`config.mk`:
```
export PLATFORM = sky130hd
export DESIGN_NAME = sec_bus_arb
export DESIGN_NICKNAME = d
export VERILOG_FILES = /design/src/rtl/sec_bus_arb_pkg.sv /design/src/rtl/arb_req_sample.sv /design/src/rtl/arb_rr_pick.sv /design/src/rtl/sec_bus_arb.sv
export SDC_FILE = /design/constraint.sdc
export NUM_CORES = 1
export LEC_CHECK = 0
export ABC_AREA = 0
export BUFFER_PORTS_ARGS = -buffer_cell sky130_fd_sc_hd__buf_2
export CAP_MARGIN = 40
export CORE_MARGIN = 2
export CORE_UTILIZATION = 55
export CTS_BUF_LIST = sky130_fd_sc_hd__clkbuf_16
export DETAILED_ROUTE_END_ITERATION = 12
export GPL_TIMING_DRIVEN = 0
export PLACE_DENSITY = 0.81
export SYNTH_ARGS = -nofsm -noshare
export SYNTH_HDL_FRONTEND = slang
export SYNTH_SLANG_ARGS = --single-unit
```
`constraint.sdc`:
```
create_clock -name clk -period 4.8 [get_ports clk]
set_input_delay 0.24 -clock clk [delete_from_list [all_inputs] [get_ports clk]]
set_output_delay 0.24 -clock clk [all_outputs]
set_load 0.01 [all_outputs]
```
`src/rtl/sec_bus_arb_pkg.sv`:
```
package sec_bus_arb_pkg;
  typedef enum logic {
    MODE_INTERNAL = 1'b0,
    MODE_EXTERNAL = 1'b1
  } arb_mode_e;
endpackage

```
`src/rtl/arb_req_sample.sv`:
```
// Registers active-low request pins into active-high request bits.
module arb_req_sample #(
  parameter int W = 9
) (
  input  logic         clk,
  input  logic         rst,
  input  logic [W-1:0] req_n_i,
  output logic [W-1:0] req_q_o
);
  always_ff @(posedge clk) begin
    if (rst) req_q_o <= '0;
    else     req_q_o <= ~req_n_i;
  end
endmodule

```
`src/rtl/arb_rr_pick.sv`:
```
// Rotating-priority picker: first requester after the current owner, owner last.
module arb_rr_pick #(
  parameter int NC = 10,
  localparam int IW = $clog2(NC)
) (
  input  logic [NC-1:0] req_i,
  input  logic [IW-1:0] cur_i,
  output logic          any_o,
  output logic [IW-1:0] win_o
);
  always_comb begin
    logic found;
    found = 1'b0;
    win_o = cur_i;
    any_o = |req_i;
    for (int off = 1; off <= NC; off++) begin
      int idx;
      idx = (int'(cur_i) + off) % NC;
      if (!found && req_i[idx]) begin
        win_o = IW'(idx);
        found = 1'b1;
      end
    end
  end
endmodule

```
`src/rtl/sec_bus_arb.sv`:
```
module sec_bus_arb
  import sec_bus_arb_pkg::*;
#(
  parameter int N_MST = 9
) (
  input  logic             clk,
  input  logic             rst,
  input  logic             ext_mode_i,
  input  logic             park_self_i,
  input  logic             bus_idle_i,
  input  logic [N_MST-1:0] req_n_i,
  input  logic             br_req_i,
  output logic [N_MST-1:0] gnt_n_o,
  output logic             br_start_o
);
  localparam int NC = N_MST + 1;          // masters plus the bridge
  localparam int IW = $clog2(NC);
  localparam logic [IW-1:0] BR_IDX = IW'(N_MST);

  arb_mode_e        mode;
  logic [N_MST-1:0] req_q;
  logic             br_req_q;
  logic [IW-1:0]    owner_q;
  logic [NC-1:0]    cand;
  logic             any_req;
  logic [IW-1:0]    winner;
  logic             grant_seen;

  assign mode = arb_mode_e'(ext_mode_i);

  arb_req_sample #(.W(N_MST)) u_sample (
    .clk     (clk),
    .rst     (rst),
    .req_n_i (req_n_i),
    .req_q_o (req_q)
  );

  always_ff @(posedge clk) begin
    if (rst) br_req_q <= 1'b0;
    else     br_req_q <= br_req_i;
  end

  assign cand = {br_req_q, req_q};

  arb_rr_pick #(.NC(NC)) u_pick (
    .req_i (cand),
    .cur_i (owner_q),
    .any_o (any_req),
    .win_o (winner)
  );

  // Ownership: moves only on idle edges in internal mode.
  always_ff @(posedge clk) begin
    if (rst) begin
      owner_q <= BR_IDX;
    end else if (mode == MODE_INTERNAL && bus_idle_i) begin
      if (any_req)          owner_q <= winner;
      else if (park_self_i) owner_q <= BR_IDX;
    end
  end

  // Grant pin decode; pin 0 doubles as the outgoing request in external mode.
  for (genvar g = 0; g < N_MST; g++) begin : g_gnt
    if (g == 0) begin : g_pin0
      assign gnt_n_o[g] = (mode == MODE_EXTERNAL) ? ~br_req_q
                                                  : ~(owner_q == IW'(g));
    end else begin : g_pinx
      assign gnt_n_o[g] = (mode == MODE_EXTERNAL) ? 1'b1
                                                  : ~(owner_q == IW'(g));
    end
  end

  assign grant_seen = (mode == MODE_EXTERNAL) ? req_q[0] : (owner_q == BR_IDX);

  always_ff @(posedge clk) begin
    if (rst) br_start_o <= 1'b0;
    else     br_start_o <= grant_seen && br_req_q && bus_idle_i && !br_start_o;
  end
endmodule

```
==> impl_metrics.ini <==
[timing]
setup_viol = 1
period_minus_slack_ns = 4.85
relSlewSlack_pct = 49.4
finalSetupTns_ns = -0.0522
report.final.hold_viol_count = 0
slew_viol_final = 0
fmax_mhz = 206
clock_skew_ns = 0.00439
finalWorstSetupSlack_ns = -0.0522
min_period_over_period_pct = 101
worst_pin_slew_ns = 0.737

[routing]
totalWireLength_microns = 19600
detail_route.wl_per_cell_microns = 22.7
route.detailed.drc = 0
drtAntennaViolNets = 0
vias_per_cell = 7.33
drt_iter0_drc = 703
firstDrtPassIters = 9
via_count = 6310

[yosys]
yosys.area_share.simple_pct = 29.0
synth.area.mux_share_pct = 10.5
yosys-top-cells-area = ha_1 8.4%, dfxtp_1 6.1%, mux2i_1 5.1%
synth_top_area_share_pct = 8.42
ys_warn_count = 0
synth_cell_types = 95
synthAdderAreaFrac_pct = 9.06
seq_area_frac_synth_pct = 6.13
syn-instance-count = 685
yosysTopAreaCell = ha_1
synthFlopType = dfxtp_1
synth_edf_count = 0
synth-compound-area-share_pct = 34.8
ys_seq_elements = 15
synth_xor_xnor_area_share_pct = 3.93
synth_top_family_by_area = compound AO/OA/AOI/OAI gates
syn_avg_cell_area_sq_um = 7.16
synth_area_sq_um = 4900
async_flop_share_pct = 0
syn-num-nets = 733

[floorplanning]
initial_utilization_pct = 56.5
rows = 34
die_area_sq_um = 9680
die_h_microns = 98.4
core-area_sq_um = 8680
fp.dieW_microns = 98.4
io_pins = 25

[worst_setup_path]
arrival_ns = 5.02
reg2reg_slack_ns = -0.05
crit_start = owner_q[1]
crit_type = reg -> reg
end_kind = register
startpoint_type = register
cp_max_fo = 10
rr_worst_depth = 19
crit_required_ns = 4.96
reg2reg_from = owner_q[1]
rr_endpoint = owner_q[0]
worstSetupEndpoint = owner_q[0]

[min_path]
hold_path.class = in -> reg

[run_status]
outcome = finished with violations
failed_checks = setup timing

[global_route]
grt-ovfl-total = 0
grt_use_total_pct = 36.8
antenna_found_initial = 0
grt_pass1_vias = 5772
grt_pass1_wl_microns = 29200
grt_start_max_net_pins = 17

[layout]
nets = 802
fill_cells = 716
drive_above_1_share_pct = 27.9
areaGrowthSynthToFinish_pct = 24.3
final_area_sq_um = 6090
diodes = 0

[cts]
cts_buffer_depth = 2
clk_latency_ns = 0.25
root_buffer = clkbuf_16
path_clk_slew_ns = 0.05
cts.sinks = 15
cts_buffers = 3
cts_max_level = 1
cts_tree = built

[place]
dp_hpwl_microns = 13500
place.port_buffers = 23
gp_congestion = 1.03
dpl-instance-area_sq_um = 5170

[run]
maxCapViolCount = 0
==> cells in the mapped netlist (all sizes together), types with 14 or more instances <==
library cell   n
ha            33
dfxtp         15
mux2i         27
inv           24
o21ai         49
buf           28
nor2          63
xnor2         14
nand2         60
nand3         25
a21oi         45
nor3          21
nor2b         14
nand2b        18
a31oi         15
==> kinds of logic after synthesis <==
kind of cell / count (synthesis)
and+or+nand+nor: 270
AOI/OAI and AO/OA: 236
buffers and inverters: 65
muxes: 44
adders and majority gates: 36
xor gates and xnor gates: 19
DFF: 15
==> layer usage <==
layer / vias to the layer above / track usage, % / share of wire, %
li1: 2766 / - / -
met1: 2906 / 46.4 / 36
met2: 499 / 60.2 / 46
met3: 139 / 5.60 / 11
met4: 0 / 20.7 / 6.9
met5: - / 0 / 0
==> sequential cells by signal, indices dropped and copies added (netlist names) <==
| name | flops |
|---|---|
| u_sample.req_q_o | 9 |
| owner_q | 4 |
| br_start_o | 1 |
| br_req_q | 1 |
==> what timing repair did <==
item	CTS	global route
buffers inserted	15	29
pin swaps	10	21
resized for setup	51	79
gates cloned	0	0
hold buffers	0	0
endpoints found under the setup margin	4	4
==> stage by stage <==
step                      hold WS, ns  setup slack [ns]  cells  util (%)
after global routing            0.148            -0.140    861      70.2
after detailed placement        0.399             -1.26    816      59.5
after CTS                       0.146           -0.0226    835      64.2
after global placement          0.396             -1.16    816      59.5
final                           0.143           -0.0522    861      70.2
after floorplan                 0.312            0.0579    685         -
==> cells in the final DEF (no fill, tap or decap), types with 6 or more instances in the layout <==
cell type / Yosys / layout
nor2b_1: 14 / 11
o22ai_1: 7 / 7
a31oi_1: 15 / 14
nand3_1: 25 / 25
o211ai_1: 6 / 6
nand2_1: 58 / 58
buf_6: 5 / 10
a211oi_1: 11 / 8
nor3b_1: 8 / 7
and3_1: 8 / 8
buf_2: 13 / 29
o21ai_0: 44 / 39
ha_1: 33 / 27
o31ai_1: 8 / 6
a21oi_1: 42 / 39
nand4b_1: 9 / 9
buf_4: 7 / 51
nand2b_1: 18 / 17
and2_1: 6 / 6
nor2_1: 62 / 60
inv_1: 22 / 21
mux2_2: 13 / 13
xnor2_1: 13 / 11
mux2i_1: 25 / 25
nor3_1: 21 / 16
o21ai_1: 4 / 7
dfxtp_1: 15 / 11
==> worst min path at each step <==
stage	startpoint	end	depth (start not counted)
finish	req_n_i[3]	u_sample.req_q_o[3]	2
CTS	req_n_i[8]	u_sample.req_q_o[8]	2
detailed placement	req_n_i[8]	u_sample.req_q_o[8]	2
global route	req_n_i[3]	u_sample.req_q_o[3]	2
floorplan	req_n_i[0]	u_sample.req_q_o[0]	1
global placement	req_n_i[2]	u_sample.req_q_o[2]	2
==> layout make-up <==
class / count / area, sq um / share of cell area (%)
tap: 108 / 135 / 2.22
clock inverter: 1 / 3.75 / 0.0616
clock buffer: 3 / 75.1 / 1.23
sequential: 15 / 315 / 5.17
buffer: 37 / 310 / 5.09
multi-input combinational: 605 / 4710 / 77.2
timing repair buffer: 67 / 445 / 7.31
inverter: 25 / 103 / 1.68
==> worst max-delay path, cell delays in order (launching register included) <==
cell and delay [ns]:
dfxtp_4 0.37, buf_4 0.20, ha_1 0.19, buf_4 0.17, buf_6 0.16, xnor2_4 0.27
o21ai_2 0.11, ha_1 0.33, nor2b_4 0.20, nand3_1 0.15, a32oi_4 0.37, nand2_1 0.08
nor4bb_1 0.18, a311o_2 0.39, or4_1 0.54, o311a_1 0.43, buf_4 0.16, buf_4 0.13
nand4b_1 0.11, mux2i_1 0.21
Power is left out: the tool's default activity adds up to more than one toggle a clock period on the data nets, which glitch-free logic cannot reach.
